[config.mk]
export PLATFORM = sky130hd
export DESIGN_NAME = dpu_cell
export DESIGN_NICKNAME = d
export VERILOG_FILES = /design/src/rtl/dpu_pkg.sv /design/src/rtl/dpu_alu.sv /design/src/rtl/dpu_opnd.sv /design/src/rtl/dpu_oreg.sv /design/src/rtl/dpu_cell.sv
export SDC_FILE = /design/constraint.sdc
export NUM_CORES = 1
export LEC_CHECK = 0
export ABC_AREA = 0
export BUFFER_PORTS_ARGS = -buffer_cell sky130_fd_sc_hd__buf_4
export CORE_MARGIN = 5
export CORE_UTILIZATION = 40
export DETAILED_ROUTE_END_ITERATION = 10
export MAX_ROUTING_LAYER = met4
export SETUP_SLACK_MARGIN = 0.5
export SLEW_MARGIN = 20
export SYNTH_ARGS = -nofsm -noshare
export SYNTH_HDL_FRONTEND = slang
export SYNTH_HIERARCHICAL = 1
export SYNTH_SLANG_ARGS = --single-unit
[constraint.sdc]
create_clock -name clk -period 7.3 [get_ports clk]
set_input_delay 0.73 -clock clk [delete_from_list [all_inputs] [get_ports clk]]
set_output_delay 0.73 -clock clk [all_outputs]
set_load 0.02 [all_outputs]
[src/rtl/dpu_pkg.sv]
package dpu_pkg;
  typedef enum logic [3:0] {
    OP_ADD  = 4'd0,
    OP_SUB  = 4'd1,
    OP_MUL  = 4'd2,
    OP_AND  = 4'd3,
    OP_OR   = 4'd4,
    OP_XOR  = 4'd5,
    OP_SHL  = 4'd6,
    OP_SHR  = 4'd7,
    OP_LT   = 4'd8,
    OP_EQ   = 4'd9,
    OP_PASS = 4'd10
  } op_e;

  typedef enum logic [1:0] {
    RT_BUS   = 2'd0,
    RT_EAST  = 2'd1,
    RT_SOUTH = 2'd2,
    RT_BOTH  = 2'd3
  } rt_e;

  localparam int CFG_FIXED_W = 8;
endpackage

[src/rtl/dpu_alu.sv]
module dpu_alu #(
  parameter int W = 16
) (
  input  dpu_pkg::op_e  op,
  input  logic [W-1:0]  a,
  input  logic [W-1:0]  b,
  output logic [W-1:0]  y
);
  import dpu_pkg::*;
  localparam int SH_W = (W > 1) ? $clog2(W) : 1;

  logic [SH_W-1:0] sh;
  logic [2*W-1:0]  prod;

  assign sh   = b[SH_W-1:0];
  assign prod = a * b;

  always_comb begin
    case (op)
      OP_ADD:  y = a + b;
      OP_SUB:  y = a - b;
      OP_MUL:  y = prod[W-1:0];
      OP_AND:  y = a & b;
      OP_OR:   y = a | b;
      OP_XOR:  y = a ^ b;
      OP_SHL:  y = a << sh;
      OP_SHR:  y = a >> sh;
      OP_LT:   y = {{(W-1){1'b0}}, (a < b)};
      OP_EQ:   y = {{(W-1){1'b0}}, (a == b)};
      OP_PASS: y = a;
      default: y = '0;
    endcase
  end
endmodule

[src/rtl/dpu_opnd.sv]
module dpu_opnd #(
  parameter int W = 16
) (
  input  logic         clk,
  input  logic         rst,
  input  logic         allow,
  input  logic         src_bus,
  input  logic         link_valid,
  input  logic [W-1:0] link_data,
  output logic         link_ready,
  input  logic         bus_hit,
  input  logic         bus_valid,
  input  logic [W-1:0] bus_data,
  output logic         bus_ready,
  input  logic         take,
  output logic         full,
  output logic [W-1:0] data
);
  logic ld_link, ld_bus;

  assign link_ready = allow && !src_bus && !full;
  assign bus_ready  = allow && src_bus && bus_hit && !full;
  assign ld_link    = link_ready && link_valid;
  assign ld_bus     = bus_ready && bus_valid;

  always_ff @(posedge clk) begin
    if (rst) begin
      full <= 1'b0;
      data <= '0;
    end else if (take) begin
      full <= 1'b0;
    end else if (ld_link || ld_bus) begin
      full <= 1'b1;
      data <= ld_link ? link_data : bus_data;
    end
  end
endmodule

[src/rtl/dpu_oreg.sv]
module dpu_oreg #(
  parameter int W = 16
) (
  input  logic         clk,
  input  logic         rst,
  input  logic         load,
  input  logic [W-1:0] ldata,
  input  logic         drain,
  output logic         full,
  output logic [W-1:0] data
);
  always_ff @(posedge clk) begin
    if (rst) begin
      full <= 1'b0;
      data <= '0;
    end else if (load) begin
      full <= 1'b1;
      data <= ldata;
    end else if (drain) begin
      full <= 1'b0;
    end
  end
endmodule

[src/rtl/dpu_cell.sv]
module dpu_cell #(
  parameter int W    = 16,
  parameter int ID_W = 4
) (
  input  logic                 clk,
  input  logic                 rst,
  input  logic                 cfg_valid,
  output logic                 cfg_ready,
  input  logic [8+ID_W-1:0]    cfg_word,
  input  logic                 west_valid,
  output logic                 west_ready,
  input  logic [W-1:0]         west_data,
  input  logic                 north_valid,
  output logic                 north_ready,
  input  logic [W-1:0]         north_data,
  output logic                 east_valid,
  input  logic                 east_ready,
  output logic [W-1:0]         east_data,
  output logic                 south_valid,
  input  logic                 south_ready,
  output logic [W-1:0]         south_data,
  input  logic                 bin_valid,
  output logic                 bin_ready,
  input  logic [ID_W-1:0]      bin_addr,
  input  logic                 bin_sel,
  input  logic [W-1:0]         bin_data,
  output logic                 bout_valid,
  input  logic                 bout_ready,
  output logic [W-1:0]         bout_data
);
  import dpu_pkg::*;
  localparam int NOP = 2;  // operand slots: 0 = A (west), 1 = B (north)

  op_e             op_q;
  rt_e             rt_q;
  logic [NOP-1:0]  src_bus_q;
  logic [ID_W-1:0] id_q;

  logic [NOP-1:0]  op_full, op_allow, op_hit, op_lvalid, op_lready, op_bready;
  logic [W-1:0]    op_ldata [NOP];
  logic [W-1:0]    op_data  [NOP];
  logic            need_b, use_e, use_s, bus_busy, fire;
  logic            e_full, s_full, e_drain, s_drain;
  logic [W-1:0]    e_q, s_q, res;

  assign need_b   = (op_q != OP_PASS);
  assign use_e    = (rt_q != RT_SOUTH);
  assign use_s    = (rt_q == RT_SOUTH) || (rt_q == RT_BOTH);
  assign bus_busy = e_full && (rt_q == RT_BUS);

  assign op_allow[0] = !cfg_valid;
  assign op_allow[1] = !cfg_valid && need_b;
  assign op_lvalid[0] = west_valid;
  assign op_lvalid[1] = north_valid;
  assign op_ldata[0]  = west_data;
  assign op_ldata[1]  = north_data;

  for (genvar i = 0; i < NOP; i++) begin : g_opnd
    assign op_hit[i] = (bin_addr == id_q) && (bin_sel == 1'(i)) && !bus_busy;
    dpu_opnd #(.W(W)) u_opnd (
      .clk        (clk),
      .rst        (rst),
      .allow      (op_allow[i]),
      .src_bus    (src_bus_q[i]),
      .link_valid (op_lvalid[i]),
      .link_data  (op_ldata[i]),
      .link_ready (op_lready[i]),
      .bus_hit    (op_hit[i]),
      .bus_valid  (bin_valid),
      .bus_data   (bin_data),
      .bus_ready  (op_bready[i]),
      .take       (fire),
      .full       (op_full[i]),
      .data       (op_data[i])
    );
  end

  assign west_ready  = op_lready[0];
  assign north_ready = op_lready[1];
  assign bin_ready   = |op_bready;

  assign fire = op_full[0] && (op_full[1] || !need_b)
             && (!use_e || !e_full) && (!use_s || !s_full);

  dpu_alu #(.W(W)) u_alu (
    .op (op_q),
    .a  (op_data[0]),
    .b  (op_data[1]),
    .y  (res)
  );

  assign e_drain = e_full && ((rt_q == RT_BUS) ? bout_ready : east_ready);
  assign s_drain = s_full && south_ready;

  dpu_oreg #(.W(W)) u_oreg_e (
    .clk (clk), .rst (rst), .load (fire && use_e), .ldata (res),
    .drain (e_drain), .full (e_full), .data (e_q)
  );

  dpu_oreg #(.W(W)) u_oreg_s (
    .clk (clk), .rst (rst), .load (fire && use_s), .ldata (res),
    .drain (s_drain), .full (s_full), .data (s_q)
  );

  assign east_valid  = e_full && (rt_q != RT_BUS);
  assign east_data   = e_q;
  assign bout_valid  = e_full && (rt_q == RT_BUS);
  assign bout_data   = e_q;
  assign south_valid = s_full;
  assign south_data  = s_q;

  assign cfg_ready = !(|op_full) && !e_full && !s_full;

  always_ff @(posedge clk) begin
    if (rst) begin
      op_q      <= OP_PASS;
      rt_q      <= RT_EAST;
      src_bus_q <= '0;
      id_q      <= '0;
    end else if (cfg_valid && cfg_ready) begin
      op_q      <= op_e'(cfg_word[3:0]);
      rt_q      <= rt_e'(cfg_word[5:4]);
      src_bus_q <= cfg_word[7:6];
      id_q      <= cfg_word[8+ID_W-1:8];
    end
  end
endmodule

==> run metrics <==
status=complete, no violations; io pins=129; antenna viol nets, final=0; syn_nets=1630; CTS Buffer Depth=2; post-layout min period=6.32 ns; Layout area overhead=12.7%; crit end category=register; Top cell by count, worst path=fa_1; synth top area cells=fa_1 (14%), dfxtp_1 (14%), ha_1 (11%); Unique masters post-synth=84; Num CTS Buffers=9; number of remaining DRC errors=0; GRT Total Usage=0.260; Hold Crit Class=reg -> reg; GPL Wtd Cong=1.00; hold-fix buffers at CTS=0; HPWL Detailed=31500 um; synth warn=6; vias in the first global route=10600; core area=27800 um2; initial antenna violation count=1; DR vias/cell=5.67; maximum VDD drop=0.000106 V; reg-to-reg setup timing slack=0.98 ns; drt first pass iters=5; Final nets=1704; slew margin rel.=0.269; Static Leak=5.26 nW; Post-Synthesis Cell Area=11200 um2; clock-pin slew on the worst setup and hold paths=0.07 ns; Syn Inst Count=1375; slowest CP cell=fa_1; largest family of logic cells by synthesized area=adder cells; compound-gate portion of the synthesized area=0.196; WS Path Type=reg -> reg; initial DRC count=939; hold path depth=2; simple-gate share of the synthesized area=0.171; Synth Area in XOR/XNOR=0.0348; Setup TNS=0 ns; Synth async-reset ratio=0; RSZ-0062 raised after global routing=false; Hold EP=u_oreg_s/data[12]; most frequent cells in the layout=nor2_1 (181), inv_1 (161), buf_4 (158); Post-CTS Resized=0; final setup vio count=0; RR Endpoint=u_oreg_s/data[14]; pwr/cell area=123 nW/um2; drt total wl=39500 um; flops & latches, synth=80; IO buf count=128; DR WL/cell=21.6 um; Pwr Total=0.00156 W; CTS root buf=clkbuf_16; Starting Density=0.404; crit path cell chain=clkinv_1, nor2_1, fa_1, inv_1, fa_1, fa_1, fa_1, inv_1, fa_1, inv_1, fa_1, inv_1, ha_1, and3_1, a211oi_1, a21oi_1, xnor2_1, o211ai_1, mux2i_1, nor2_1; first-pass GRT wire length=61900 um; Worst Max-Slew Pin Slew=1.09 ns; via count=10400; Worst R2R Start=g_opnd[1].u_opnd/data[4]; r2r worst-path depth=20; fraction of the mapped netlist area in adder cells=0.256; Synth area leader=fa_1; CTS tree=done; Chip Width=178 um; Die Ht=178 um; mux share of post-synthesis cell area=0.0936; Synth top area share=0.144; ys flop type=dfxtp_1; CTS HTree Levels=3; Setup crit start kind=register; GR Overflow Total=0; largest net degree at the start of global routing=57; Slew Viols, Final=0; post-route clock skew=0.0131 ns; die area=31500 um2; Critical Path Max Stage Delay=0.54 ns; clock latency on the worst-skew pair=0.35 ns; crit-path max FO=10; commonest non-fill, non-tap cell in the layout=nor2_1; Req. time, crit path=7.51 ns; sequential fraction of the synthesis area=0.143; Clock Sink Count=80; Final Hold Violating Endpoints=0; FMAX=0.158 GHz; EDFF count, synth=0; CP arrival=6.52 ns; row cnt=61; Final period util=0.865; Worst Hold Launch=u_oreg_s/data[12]; max-cap violations=0; layout cells sized above 1=0.161; syn_area_per_cell=8.16 um2; setup bufs post-CTS=0
-- area by class of cell --
class                           instances  area [um2]
Inverter                              167         627
Timing Repair Buffer                  158        1190
Tap cell                              378         473
Clock buffer                           10         229
Multi-Input combinational cell       1033        8460
Clock inverter                          6        75.1
Fill cell                            2832       15100
Antenna cell                            1        2.50
Sequential cell                        80        1600
-- per-layer routing --
metal  global-route usage  part of all wire  vias to the layer above
met1                0.341              0.43                     4983
met3               0.0454             0.072                       90
met5                    -                 0                        -
li1                     -                 -                     4836
met2                0.401              0.45                      488
met4                0.101             0.044                        0
-- worst max path at each step --
stage	start	end	depth (start not counted)
after global placement	g_opnd[0].u_opnd/data[7]	u_oreg_e/data[14]	20
final	g_opnd[1].u_opnd/data[4]	u_oreg_s/data[14]	20
after CTS	g_opnd[0].u_opnd/data[7]	u_oreg_s/data[14]	20
after global routing	g_opnd[1].u_opnd/data[4]	u_oreg_s/data[14]	20
after floorplan	g_opnd[1].u_opnd/data[1]	u_oreg_e/data[14]	22
after detailed placement	g_opnd[0].u_opnd/data[7]	u_oreg_s/data[14]	20
-- through the flow --
| step | utilization | worst slack, ns | instances | cell area [um2] | hold WS, ns |
|---|---|---|---|---|---|
| finish | 0.455 | 0.984 | 1833 | 12700 | 0.500 |
| global route | 0.455 | 0.616 | 1833 | 12700 | 0.525 |
| CTS | 0.455 | 0.847 | 1832 | 12600 | 0.508 |
| detailed placement | 0.444 | 0.885 | 1816 | 12300 | 0.491 |
| global placement | 0.444 | 1.00 | 1816 | 12300 | 0.474 |
| floorplan | - | 1.22 | 1375 | 11200 | 0.456 |
-- kinds of logic after synthesis --
logic type	Yosys count
AO/OA/AOI/OAI	302
XOR/XNOR	43
adder cells (fa/ha/maj)	181
buffers and inverters	262
flip-flops	80
multiplexers	93
AND/OR/NAND/NOR	414
-- power by group --
| group | internal (W) | switching [W] |
|---|---|---|
| combinational | 0.000219 | 0.000350 |
| sequential | 0.000457 | 0.0000507 |
| clock | 0.000271 | 0.000207 |
-- registers in the layout, summed over array words and instances (netlist names) --
name                cells
g_opnd.u_opnd/data     32
u_oreg_e/data          16
u_oreg_s/data          16
id_q                    4
op_q                    4
g_opnd.u_opnd/full      2
rt_q                    2
src_bus_q               2
u_oreg_e/full           1
u_oreg_s/full           1
-- critical path, delay by kind of cell, from the launching register on --
family | cells | cell delay [ns]
fa+ha+maj | 7 | 3.18
simple gates | 3 | 0.47
mux | 1 | 0.20
xor+xnor | 1 | 0.43
compound gates | 3 | 0.76
buf+inv | 5 | 0.61
flops | 1 | 0.51
-- synth_stat cells (10+ instances only) --
cell	number
dfxtp_1	80
o211ai_1	11
a21oi_1	60
o2bb2ai_1	35
nand3_1	19
buf_4	19
nand2_1	116
nand2b_1	17
o21ai_0	36
o21a_1	10
nor3_1	26
clkbuf_1	40
buf_2	22
mux2i_1	78
ha_1	100
fa_1	81
inv_1	161
a211oi_1	27
xnor2_1	34
nor2_1	181
(Power assumes the default switching activity.)
